<file path="src/rtl/startup_ramp_pkg.sv">
package startup_ramp_pkg;

   localparam int unsigned SET_CODE_W     = 4;
   localparam int unsigned SLOW_CEIL      = 50000;   // 500 Hz in 0.01 Hz units
   localparam int unsigned FAST_CEIL      = 100000;  // 1000 Hz in 0.01 Hz units
   localparam int unsigned ACC_MIN_W      = 9;
   localparam int unsigned FREQ_MIN_W     = 17;
   localparam int unsigned AMP_MIN_W      = 3;

   typedef enum logic [1:0] {
      SEQ_IDLE = 2'd0,
      SEQ_RAMP = 2'd1,
      SEQ_RUN  = 2'd2,
      SEQ_OFF  = 2'd3
   } seq_state_e;

   // codes above 7 all select the fast, low-voltage set
   function automatic logic is_fast_set(input logic [SET_CODE_W-1:0] code);
      return code > 4'd7;
   endfunction

   // acceleration in 0.1 Hz/s == increment in 0.01 Hz per 100 ms tick
   function automatic int unsigned accel_of(input logic [SET_CODE_W-1:0] code);
      int unsigned a;
      case (code)
         4'd0:    a = 31;
         4'd1:    a = 51;
         4'd2:    a = 70;
         4'd3:    a = 90;
         4'd4:    a = 109;
         4'd5:    a = 148;
         4'd6:    a = 188;
         default: a = 266;
      endcase
      return a;
   endfunction

   function automatic int unsigned ceiling_of(input logic [SET_CODE_W-1:0] code);
      return is_fast_set(code) ? FAST_CEIL : SLOW_CEIL;
   endfunction

   function automatic int unsigned amp_of(input logic [SET_CODE_W-1:0] code,
                                          input logic                  sel);
      int unsigned v;
      if (is_fast_set(code)) v = sel ? 2 : 1;
      else                   v = sel ? 6 : 3;
      return v;
   endfunction

endpackage

</file>
<file path="src/rtl/startup_cfg_latch.sv">
module startup_cfg_latch
   import startup_ramp_pkg::*;
#(
   parameter int unsigned ACC_W  = 9,
   parameter int unsigned FREQ_W = 17,
   parameter int unsigned AMP_W  = 4
) (
   input  logic                  clk_i,
   input  logic                  rst_ni,
   input  logic [SET_CODE_W-1:0] code_i,
   input  logic                  vsel_i,
   output logic                  valid_o,
   output logic [ACC_W-1:0]      accel_o,
   output logic [FREQ_W-1:0]     ceil_o,
   output logic [AMP_W-1:0]      amp_o
);

   if (ACC_W < ACC_MIN_W) begin : g_bad_acc
      $error("ACC_W too narrow for the acceleration table");
   end
   if (FREQ_W < FREQ_MIN_W) begin : g_bad_freq
      $error("FREQ_W too narrow for the fast ceiling");
   end
   if (AMP_W < AMP_MIN_W) begin : g_bad_amp
      $error("AMP_W too narrow for the amplitude table");
   end

   logic                  valid_q;
   logic [SET_CODE_W-1:0] code_q;
   logic                  vsel_q;

   // capture once, on the first edge out of reset
   always_ff @(posedge clk_i) begin
      if (!rst_ni) begin
         valid_q <= 1'b0;
         code_q  <= '0;
         vsel_q  <= 1'b0;
      end else if (!valid_q) begin
         valid_q <= 1'b1;
         code_q  <= code_i;
         vsel_q  <= vsel_i;
      end
   end

   always_comb begin
      valid_o = valid_q;
      accel_o = '0;
      ceil_o  = '0;
      amp_o   = '0;
      if (valid_q) begin
         accel_o = ACC_W'(accel_of(code_q));
         ceil_o  = FREQ_W'(ceiling_of(code_q));
         amp_o   = AMP_W'(amp_of(code_q, vsel_q));
      end
   end

   // once captured, the derived settings never move
   p_cfg_frozen_r2 : assert property (@(posedge clk_i) disable iff (!rst_ni)
      valid_o |=> (valid_o && $stable(accel_o) && $stable(ceil_o) && $stable(amp_o)));

endmodule

</file>
<file path="src/rtl/startup_tick_gen.sv">
module startup_tick_gen #(
   parameter int unsigned TICK_CYCLES = 2_500_000
) (
   input  logic clk_i,
   input  logic rst_ni,
   output logic tick_o
);

   localparam int unsigned CNT_W = (TICK_CYCLES > 1) ? $clog2(TICK_CYCLES) : 1;

   if (TICK_CYCLES == 0) begin : g_bad_tick
      $error("TICK_CYCLES must be at least 1");
   end

   if (TICK_CYCLES == 1) begin : g_every_clk
      assign tick_o = 1'b1;
   end else begin : g_divider
      localparam logic [CNT_W-1:0] LAST = CNT_W'(TICK_CYCLES - 1);
      logic [CNT_W-1:0] cnt_q;

      always_ff @(posedge clk_i) begin
         if (!rst_ni)            cnt_q <= '0;
         else if (cnt_q == LAST) cnt_q <= '0;
         else                    cnt_q <= cnt_q + 1'b1;
      end

      assign tick_o = (cnt_q == LAST);

      // ticks are isolated single-cycle strobes
      p_tick_gap_r3 : assert property (@(posedge clk_i) disable iff (!rst_ni)
         tick_o |=> !tick_o);
   end

endmodule

</file>
<file path="src/rtl/startup_stall_watch.sv">
module startup_stall_watch #(
   parameter int unsigned LOCK_TICKS  = 10,
   parameter int unsigned SYNC_STAGES = 2
) (
   input  logic clk_i,
   input  logic rst_ni,
   input  logic armed_i,
   input  logic tick_i,
   input  logic pulse_i,
   output logic stall_o
);

   localparam int unsigned CNT_W = (LOCK_TICKS > 1) ? $clog2(LOCK_TICKS) : 1;
   localparam logic [CNT_W-1:0] LAST = CNT_W'(LOCK_TICKS - 1);

   if (LOCK_TICKS == 0) begin : g_bad_lock
      $error("LOCK_TICKS must be at least 1");
   end

   logic pulse_s;

   if (SYNC_STAGES == 0) begin : g_no_sync
      assign pulse_s = pulse_i;
   end else begin : g_sync
      logic [SYNC_STAGES-1:0] sync_q;
      always_ff @(posedge clk_i) begin
         if (!rst_ni) begin
            sync_q <= '0;
         end else begin
            sync_q[0] <= pulse_i;
            for (int i = 1; i < int'(SYNC_STAGES); i++) sync_q[i] <= sync_q[i-1];
         end
      end
      assign pulse_s = sync_q[SYNC_STAGES-1];
   end

   logic             prev_q;
   logic             edge_seen;
   logic [CNT_W-1:0] quiet_q;

   assign edge_seen = pulse_s & ~prev_q;

   always_ff @(posedge clk_i) begin
      if (!rst_ni) begin
         prev_q  <= 1'b0;
         quiet_q <= '0;
      end else begin
         prev_q <= pulse_s;
         if (!armed_i || edge_seen)  quiet_q <= '0;
         else if (tick_i)            quiet_q <= (quiet_q == LAST) ? '0 : quiet_q + 1'b1;
      end
   end

   assign stall_o = armed_i & tick_i & ~edge_seen & (quiet_q == LAST);

   // quiet-tick count stays inside the window
   p_quiet_bound_r8 : assert property (@(posedge clk_i) disable iff (!rst_ni)
      quiet_q <= LAST);
   // an idle block carries no stale quiet count
   p_idle_clear_r8 : assert property (@(posedge clk_i) disable iff (!rst_ni)
      !armed_i |=> (quiet_q == '0));

endmodule

</file>
<file path="src/rtl/startup_ramp_seq.sv">
module startup_ramp_seq
   import startup_ramp_pkg::*;
#(
   parameter int unsigned TICK_CYCLES = 2_500_000,
   parameter int unsigned LOCK_TICKS  = 10,
   parameter int unsigned OFF_TICKS   = 50,
   parameter int unsigned SYNC_STAGES = 2,
   parameter int unsigned FREQ_W      = 17,
   parameter int unsigned ACC_W       = 9,
   parameter int unsigned AMP_W       = 4
) (
   input  logic                  clk_i,
   input  logic                  rst_ni,
   input  logic [SET_CODE_W-1:0] code_i,
   input  logic                  vsel_i,
   input  logic                  start_i,
   input  logic                  lock_in_i,
   input  logic                  rot_pulse_i,
   output logic [FREQ_W-1:0]     freq_o,
   output logic [AMP_W-1:0]      amp_o,
   output logic                  drive_o,
   output logic                  open_loop_o,
   output logic                  off_o
);

   localparam int unsigned OFF_W = (OFF_TICKS > 1) ? $clog2(OFF_TICKS) : 1;
   localparam logic [OFF_W-1:0] OFF_LAST = OFF_W'(OFF_TICKS - 1);
   localparam int unsigned SUM_W = FREQ_W + 1;

   if (OFF_TICKS == 0) begin : g_bad_off
      $error("OFF_TICKS must be at least 1");
   end

   logic              cfg_valid;
   logic [ACC_W-1:0]  accel;
   logic [FREQ_W-1:0] ceil;
   logic              tick;
   logic              stall;
   logic              armed;

   seq_state_e        state_q;
   logic [FREQ_W-1:0] freq_q;
   logic [OFF_W-1:0]  off_cnt_q;
   logic [SUM_W-1:0]  step_sum;
   logic              at_ceiling;

   startup_cfg_latch #(
      .ACC_W  (ACC_W),
      .FREQ_W (FREQ_W),
      .AMP_W  (AMP_W)
   ) u_cfg (
      .clk_i   (clk_i),
      .rst_ni  (rst_ni),
      .code_i  (code_i),
      .vsel_i  (vsel_i),
      .valid_o (cfg_valid),
      .accel_o (accel),
      .ceil_o  (ceil),
      .amp_o   (amp_o)
   );

   startup_tick_gen #(
      .TICK_CYCLES (TICK_CYCLES)
   ) u_tick (
      .clk_i  (clk_i),
      .rst_ni (rst_ni),
      .tick_o (tick)
   );

   assign armed = (state_q == SEQ_RAMP) || (state_q == SEQ_RUN);

   startup_stall_watch #(
      .LOCK_TICKS  (LOCK_TICKS),
      .SYNC_STAGES (SYNC_STAGES)
   ) u_stall (
      .clk_i   (clk_i),
      .rst_ni  (rst_ni),
      .armed_i (armed),
      .tick_i  (tick),
      .pulse_i (rot_pulse_i),
      .stall_o (stall)
   );

   assign step_sum   = {1'b0, freq_q} + SUM_W'(accel);
   assign at_ceiling = step_sum >= {1'b0, ceil};

   always_ff @(posedge clk_i) begin
      if (!rst_ni || !start_i) begin
         state_q   <= SEQ_IDLE;
         freq_q    <= '0;
         off_cnt_q <= '0;
      end else begin
         case (state_q)
            SEQ_IDLE: begin
               if (cfg_valid) begin
                  state_q <= SEQ_RAMP;
                  freq_q  <= '0;
               end
            end
            SEQ_RAMP: begin
               if (stall) begin
                  state_q   <= SEQ_OFF;
                  freq_q    <= '0;
                  off_cnt_q <= '0;
               end else if (lock_in_i) begin
                  state_q <= SEQ_RUN;
               end else if (tick) begin
                  if (at_ceiling) begin
                     freq_q  <= ceil;
                     state_q <= SEQ_RUN;
                  end else begin
                     freq_q <= step_sum[FREQ_W-1:0];
                  end
               end
            end
            SEQ_RUN: begin
               if (stall) begin
                  state_q   <= SEQ_OFF;
                  freq_q    <= '0;
                  off_cnt_q <= '0;
               end
            end
            SEQ_OFF: begin
               if (tick) begin
                  if (off_cnt_q == OFF_LAST) begin
                     state_q   <= SEQ_RAMP;
                     off_cnt_q <= '0;
                  end else begin
                     off_cnt_q <= off_cnt_q + 1'b1;
                  end
               end
            end
            default: state_q <= SEQ_IDLE;
         endcase
      end
   end

   assign freq_o      = freq_q;
   assign drive_o     = armed;
   assign open_loop_o = (state_q == SEQ_RAMP);
   assign off_o       = (state_q == SEQ_OFF);

   // the command never exceeds the latched ceiling
   p_freq_ceiling_r5 : assert property (@(posedge clk_i) disable iff (!rst_ni)
      freq_o <= ceil);
   // the open-loop ramp only moves upward
   p_ramp_monotonic_r3 : assert property (@(posedge clk_i) disable iff (!rst_ni)
      (open_loop_o && $past(open_loop_o)) |-> (freq_o >= $past(freq_o)));
   // hand-over holds the frequency
   p_hold_after_handoff_r10 : assert property (@(posedge clk_i) disable iff (!rst_ni)
      (drive_o && !open_loop_o && $past(drive_o && !open_loop_o)) |-> $stable(freq_o));
   // the off period carries no drive
   p_off_quiet_r8 : assert property (@(posedge clk_i) disable iff (!rst_ni)
      off_o |-> (!drive_o && !open_loop_o && freq_o == '0));
   // lock-in during the ramp hands over with the frequency held
   p_lock_handoff_r6 : assert property (@(posedge clk_i) disable iff (!rst_ni)
      (open_loop_o && lock_in_i && start_i && !stall) |=> (drive_o && !open_loop_o && $stable(freq_o)));
   // off counter stays within the off window
   p_off_bound_r9 : assert property (@(posedge clk_i) disable iff (!rst_ni)
      off_cnt_q <= OFF_LAST);

endmodule

</file>
<file path="config.mk">
export PLATFORM = sky130hd
export DESIGN_NAME = startup_ramp_seq
export DESIGN_NICKNAME = d
export VERILOG_FILES = /design/src/rtl/startup_ramp_pkg.sv /design/src/rtl/startup_cfg_latch.sv /design/src/rtl/startup_tick_gen.sv /design/src/rtl/startup_stall_watch.sv /design/src/rtl/startup_ramp_seq.sv
export SDC_FILE = /design/constraint.sdc
export NUM_CORES = 1
export LEC_CHECK = 0
export ABC_AREA = 1
export ABC_CLOCK_PERIOD_IN_PS = 4550
export BUFFER_PORTS_ARGS = -buffer_cell sky130_fd_sc_hd__buf_2
export CORE_MARGIN = 10
export CORE_UTILIZATION = 38
export CTS_BUF_LIST = sky130_fd_sc_hd__clkbuf_2 sky130_fd_sc_hd__clkbuf_4 sky130_fd_sc_hd__clkbuf_8
export DETAILED_ROUTE_END_ITERATION = 10
export GPL_ROUTABILITY_DRIVEN = 0
export SYNTH_ARGS = -nofsm -noshare
export SYNTH_HDL_FRONTEND = slang
export SYNTH_SLANG_ARGS = --single-unit
</file>
<file path="constraint.sdc">
create_clock -name clk_i -period 4.55 [get_ports clk_i]
set_input_delay 0.91 -clock clk_i [delete_from_list [all_inputs] [get_ports clk_i]]
set_output_delay 0.91 -clock clk_i [all_outputs]
set_load 0.05 [all_outputs]
</file>
==> results of run 1 <==
==> report_power, final <==
group | switching [mW] | leakage [nW] | total [mW] | internal [mW]
Sequential | 0.0112 | 0.487 | 0.546 | 0.535
Clock | 0.218 | 0.0813 | 0.415 | 0.197
Combinational | 0.120 | 1.49 | 0.172 | 0.0522
==> worst paths after layout <==
| check | startpoint | end |
|---|---|---|
| worst max-delay path | u_cfg.code_q[2] | freq_o[14] |
| worst max register to register | u_cfg.code_q[2] | freq_o[14] |
| worst min register to register | u_stall.g_sync.sync_q[0] | u_stall.g_sync.sync_q[1] |
| worst min-delay path | u_stall.g_sync.sync_q[0] | u_stall.g_sync.sync_q[1] |
==> logic make-up after synthesis <==
| logic type | count (synthesis) |
|---|---|
| AOI/OAI and AO/OA | 96 |
| xor gates and xnor gates | 15 |
| adders and majority gates | 27 |
| buffers and inverters | 101 |
| DFF | 60 |
| other | 1 |
| and+or+nand+nor | 289 |
==> metrics by stage <==
| stage | instances | cell area, um2 | setup TNS (ps) | util |
|---|---|---|---|---|
| floorplan | 589 | 3960 | 0 | - |
| global placement | 749 | 4250 | 0 | 0.416 |
| detailed placement | 749 | 4250 | 0 | 0.416 |
| CTS | 764 | 4410 | 0 | 0.431 |
| global route | 764 | 4430 | -17.8 | 0.433 |
| finish | 764 | 4430 | 0 | 0.433 |
==> tightest hold or removal path, stage by stage (launching register included) <==
cell     delay [ps]
dfxtp_1         320
nand2_1          50
inv_1            40
==> registers in the layout (all words and copies together) (netlist names) <==
| signal | flops |
|---|---|
| u_cfg.code_q | 4 |
| state_q | 2 |
| freq_o | 17 |
| off_cnt_q | 6 |
| u_cfg.valid_o | 1 |
| u_stall.quiet_q | 4 |
| u_tick.g_divider.cnt_q | 22 |
| u_stall.prev_q | 1 |
| u_cfg.vsel_q | 1 |
| u_stall.g_sync.sync_q | 2 |
==> area by class of cell <==
cell class                 instances  area, um2
fill                            1120       5810
tap                              136        170
timing repair buffer              34        175
clock inverter                     5       30.0
clock buffer                      10        131
sequential                        60       1200
inverter                          91        345
multi-input combinational        428       2370
==> layer usage <==
metal / vias to the layer above / global-route usage / wire, um
li1: 1988 / - / -
met5: - / 0 / 0
met2: 75 / 0.218 / 4510
met4: 0 / 0.0552 / 152
met3: 10 / 0.0375 / 558
met1: 1708 / 0.183 / 4880
==> repair_timing <==
| action | in CTS | in global routing |
|---|---|---|
| setup endpoints to repair | 0 | 18 |
| resized for setup | 0 | 4 |
| hold buffers | 0 | 0 |
==> cells in the final DEF, fill, tap and decap left out, types with 2 or more instances in the layout <==
master,netlist,layout
a211oi_1,2,2
a21oi_1,57,57
a31oi_1,3,3
buf_2,2,32
buf_4,1,2
clkbuf_8,0,9
clkinv_2,1,4
clkinvlp_4,0,2
dfxtp_1,60,60
ha_1,26,26
inv_1,83,83
inv_2,6,6
nand2_1,133,132
nand2_2,3,4
nand3_1,39,39
nand3_4,2,2
nand3b_1,3,3
nand4_1,12,12
nor2_1,61,59
nor2_2,2,4
nor2_4,2,2
nor2_8,2,2
nor3_1,13,12
nor3_2,2,3
nor3b_1,3,3
nor4_1,4,4
o21a_1,4,4
o21ai_0,23,23
or2_2,3,3
xnor2_1,4,4
xor2_1,11,11
==> metrics.md, run 1 <==
| Metric | Value |
|---|---|
| Mux cell area share after synthesis | `0` |
| CP endpoint kind | `flop` |
| Leakage power | `2.05 nW` |
| R2R setup slack | `450 ps` |
| Die Ht | `122 um` |
| Top post-synthesis cells by count | `133 x nand2_1, 83 x inv_1, 61 x nor2_1` |
| Final setup fails | `0` |
| Worst-Margin Slew | `596 ps` |
| Post-Synth XOR/XNOR Area | `0.0332` |
| Number of global-route vias before repair | `3,655` |
| Post-synthesis compound-gate area fraction | `0.132` |
| I/O Buffers | `32` |
| Max-slew headroom | `0.602` |
| Detail Route Antenna Nets | `0` |
| Max frequency | `0.244 GHz` |
| Final Hold Fails | `0` |
| Starting DRT DRC Count | `245` |
| Global-route wire length before repair | `17,200 um` |
| Core Rows | `37` |
| Status | `complete, no violations` |
| Fin nets | `661` |
| Mean Syn Cell Area | `6.72 um2` |
| Final worst slack | `452 ps` |
| Largest net degree at the start of global routing | `16` |
| TritonCTS clock tree | `yes` |
| Vias post-DR | `3,781` |
| GRT overflow | `0` |
| R2R depth | `26` |
| Core Box Area | `10,200 um2` |
| Worst vdd ir | `0.0948 mV` |
| CP Max Fanout | `8` |
| CTS Buf Count | `9` |
| Worst Hold Class | `reg -> reg` |
| Initial antenna violation count | `0` |
| Max-cap violation count | `0` |
| Worst path depth | `26` |
| Vias per cell | `4.95` |
| First drt pass iteration count | `4` |
| Die ar. | `14,900 um2` |
| WHS | `423 ps` |
| Die W | `122 um` |
| Total GRT Usage | `0.141` |
| CTS root buffer | `clkbuf_8` |
| Ys async rst share | `0` |
| Synth Area in Simple Gates | `0.343` |
| Fraction of layout cells with a size suffix above 1 | `0.131` |
| Post-synth top flop | `dfxtp_1` |
| Drt drc | `0` |
| Critical Path AT | `4300 ps` |
| Area contributors post-synth | `dfxtp_1 30%, nand2_1 13%, ha_1 8.2%` |
| Worst Path Class, Setup | `reg -> reg` |
| Mapped cell area | `3960 um2` |
| WL final | `10,100 um` |
| Post-CTS Setup Bufs | `0` |
| Cell area power density | `256 nW/um2` |
| Synthesized instance count | `589` |
| Synth area leader | `dfxtp_1` |
| Synthesis Warnings | `0` |
| Adder-cell area share of the yosys netlist | `0.0873` |
| CP top delay family | `simple AND/OR/NAND/NOR gates` |
| Seq/Total Area, Yosys | `0.304` |
| Crit path time final | `4100 ps` |
| Largest stage delay, worst path | `370 ps` |
| Htree depth | `3` |
| EDFF count, synth | `0` |
| Starting Density | `0.387` |
| Top-count cell post-synth | `nand2_1` |
| Req. time, crit path | `4760 ps` |
| CTS sink cnt | `60` |
| Clock-pin slew on the worst setup and hold paths | `70 ps` |
| Hold path cells | `2` |
| WL/cell | `13.2 um` |
| Mapped Nets | `626` |
| Synth cell types | `47` |
| Slew Limit Fails | `0` |
| Post-route clock period utilization | `0.901` |
| DP HPWL | `7890 um` |
| Maximum root-to-sink buffer count | `2` |
| CP bufs+invs | `5` |
| Antenna diode count | `0` |
| Post-synth top area share | `0.304` |
| Synthesis-stage register bit count | `60` |
| Slowest cell on the critical path | `dfxtp_1` |
| Area grow syn2layout | `11.8%` |
| Clk_lat worst skew | `350 ps` |
| Final clock skew | `6.16 ps` |
| # IOs | `34` |
| Crit path launch type | `flop` |
| Total power | `1.13 mW` |
| Setup WS pre-CTS | `361 ps` |
| Main combinational cell family by area after synthesis | `simple AND/OR/NAND/NOR gates` |
Note: power is estimated with default switching activity, not from simulation.
==> run 2, diff against run 1 <==
- PLACE_DENSITY: not set -> 0.51
==> run 2 against run 1 <==
Hold slack gained 2.7 ps. Largest cell class unchanged. Largest power group unchanged. Utilization increased by 0.55 points. Critical path depth rose by 3. Global-route usage increased by 0.35 points. Sequential share of layout area fell by 0.29 points. Die area did not move. Non-clock buffer count unchanged. Critical endpoint unchanged. Clock-buffer cell count is 1 higher. Clock power is 20% higher. First-iteration DRC count rose by 8.6%.
==> metrics.md, run 2 (synthesized netlist as in run 1, its figures left out) <==
| Metric | Value |
|---|---|
| Status | `complete, no violations` |
| Final Hold Fails | `0 (unchanged)` |
| Biggest regs | `u_tick.g_divider.cnt_q (22), freq_o (17), off_cnt_q (6)` |
| Core Box Area | `10,200 um2 (unchanged)` |
| Final clock skew | `9.60 ps (+3.44 ps)` |
| Total GRT Usage | `0.144 (+0.00353)` |
| Die W | `122 um (unchanged)` |
| Worst Path Class, Setup | `reg -> reg` |
| Largest stage delay, worst path | `350 ps (-20 ps)` |
| Fin nets | `661 (unchanged)` |
| Max frequency | `0.247 GHz (+1.4%)` |
| Post-route clock period utilization | `0.889 (-0.0122)` |
| Critical Path AT | `4250 ps (-50 ps)` |
| Largest net degree at the start of global routing | `16 (unchanged)` |
| Vias post-DR | `3,792 (+0.29%)` |
| Fill cells | `1,110 (-0.89%)` |
| Max-slew headroom | `0.566 (-0.0360)` |
| Resized Gates After CTS | `0 (unchanged)` |
| WHS | `426 ps (+2.66 ps)` |
| I/O Buffers | `32 (unchanged)` |
| Detail Route Antenna Nets | `0 (unchanged)` |
| GRT overflow | `0 (unchanged)` |
| Post-CTS Setup Bufs | `0 (unchanged)` |
| Max-cap violation count | `0 (unchanged)` |
| Number of global-route vias before repair | `3,561 (-2.6%)` |
| Final setup fails | `0 (unchanged)` |
| Slowest cell on the critical path | `dfxtp_2` |
| CTS Hold Buffers Added | `0 (unchanged)` |
| # IOs | `34 (unchanged)` |
| WL final | `10,200 um (+1.3%)` |
| Worst Hold Class | `reg -> reg` |
| Commonest non-fill, non-tap cell in the layout | `nand2_1` |
| Die ar. | `14,900 um2 (unchanged)` |
| TritonCTS clock tree | `yes` |
| WL/cell | `13.4 um (+1.3%)` |
| Worst-Margin Slew | `650 ps (+53.9 ps)` |
| Max FFs per register | `22 (unchanged)` |
| Htree depth | `3 (unchanged)` |
| Maximum root-to-sink buffer count | `2 (unchanged)` |
| First drt pass iteration count | `5 (+1)` |
| DP HPWL | `8000 um (+1.4%)` |
| Worst vdd ir | `0.0967 mV (+1.9%)` |
| Most frequent cells in the layout | `130 x nand2_1, 83 x inv_1, 59 x nor2_1` |
| Leakage power | `2.08 nW (+1.2%)` |
| CP Max Fanout | `9 (+1)` |
| Core Rows | `37 (unchanged)` |
| Starting Density | `0.387 (unchanged)` |
| Fraction of layout cells with a size suffix above 1 | `0.140 (+0.00955)` |
| Slew Limit Fails | `0 (unchanged)` |
| RSZ-0062 raised after global routing | `true` |
| Clk_lat worst skew | `350 ps (about the same)` |
| Post-layout util | `0.438 (+0.00550)` |
| CTS sink cnt | `60 (unchanged)` |
| Initial antenna violation count | `0 (unchanged)` |
| Die Ht | `122 um (unchanged)` |
| Crit path time final | `4040 ps (-55.3 ps)` |
| CP endpoint kind | `flop` |
| Antenna diode count | `0 (unchanged)` |
| Top reg by flops | `u_tick.g_divider.cnt_q` |
| CTS root buffer | `clkbuf_8` |
| CTS Buf Count | `9 (unchanged)` |
| Cell area power density | `272 nW/um2 (+6.3%)` |
| Area grow syn2layout | `13.2%` |
| Drt drc | `0 (unchanged)` |
| Crit path launch type | `flop` |
| Req. time, crit path | `4750 ps (about the same)` |
| Multi-input gate area | `2390 um2 (+0.63%)` |
| FF/Latch Area | `1200 um2 (+0.21%)` |
| Vias per cell | `4.96 (+0.29%)` |
| Starting DRT DRC Count | `266 (+8.6%)` |
| Global-route wire length before repair | `17,600 um (+2.0%)` |
| Setup TNS | `0 ps (unchanged)` |
| Clock-pin slew on the worst setup and hold paths | `70 ps (about the same)` |
## run 2: changes by cell type in the layout (fill, tap and decap cells not counted), moves of 2 or more
cell and delta:
clkinvlp_4 -2, dfxtp_2 +2, nand2_2 +2, clkbuf_8 +2, nand2_1 -2, dfxtp_1 -2
## run 2: final timing paths
check | start | endpoint | slack (ps) | depth (start not counted)
hold / removal | u_stall.g_sync.sync_q[1] | u_stall.prev_q | 430 | 2
hold reg to reg | u_stall.g_sync.sync_q[1] | u_stall.prev_q | 430 | 2
setup / recovery | u_cfg.code_q[2] | freq_o[14] | 510 | 29
setup reg to reg | u_cfg.code_q[2] | freq_o[14] | 510 | 29
## run 2: worst max-delay path: cells and delay by family, from the launching register on
| family | cells | cell delay [ps] |
|---|---|---|
| xor gates and xnor gates | 1 | 150 |
| AOI/OAI and AO/OA | 3 | 370 |
| adders and majority gates | 3 | 690 |
| DFF | 1 | 350 |
| and+or+nand+nor | 17 | 2000 |
| buffers and inverters | 5 | 360 |
## run 2: where the power goes
group	total [mW]	switching [mW]	internal [mW]
Sequential	0.547	0.0111	0.536
Clock	0.500	0.221	0.279
Combinational	0.174	0.121	0.0527
## run 2: layout make-up
cell class	count	share of cell area
multi-input combinational	428	0.533
sequential	60	0.269
inverter	91	0.0771
timing repair buffer	34	0.0391
tap	136	0.0380
clock buffer	11	0.0338
clock inverter	4	0.0109
## run 2: layer usage
metal	GRT usage	wire (um)
met1	0.197	5250
met2	0.214	4340
met3	0.0421	493
met4	0.0449	146
met5	0	0
## run 2: per-stage QoR
stage	setup WS [ps]	cells	power [mW]	instance area [um2]
5_1_grt	-4.56	764	1.29	4480
4_1_cts	283	764	1.24	4450
3_5_place_dp	317	749	0.730	4250
6_report	507	764	1.22	4480
2_1_floorplan	913	589	0.688	3960
3_3_place_gp	352	749	0.731	4250
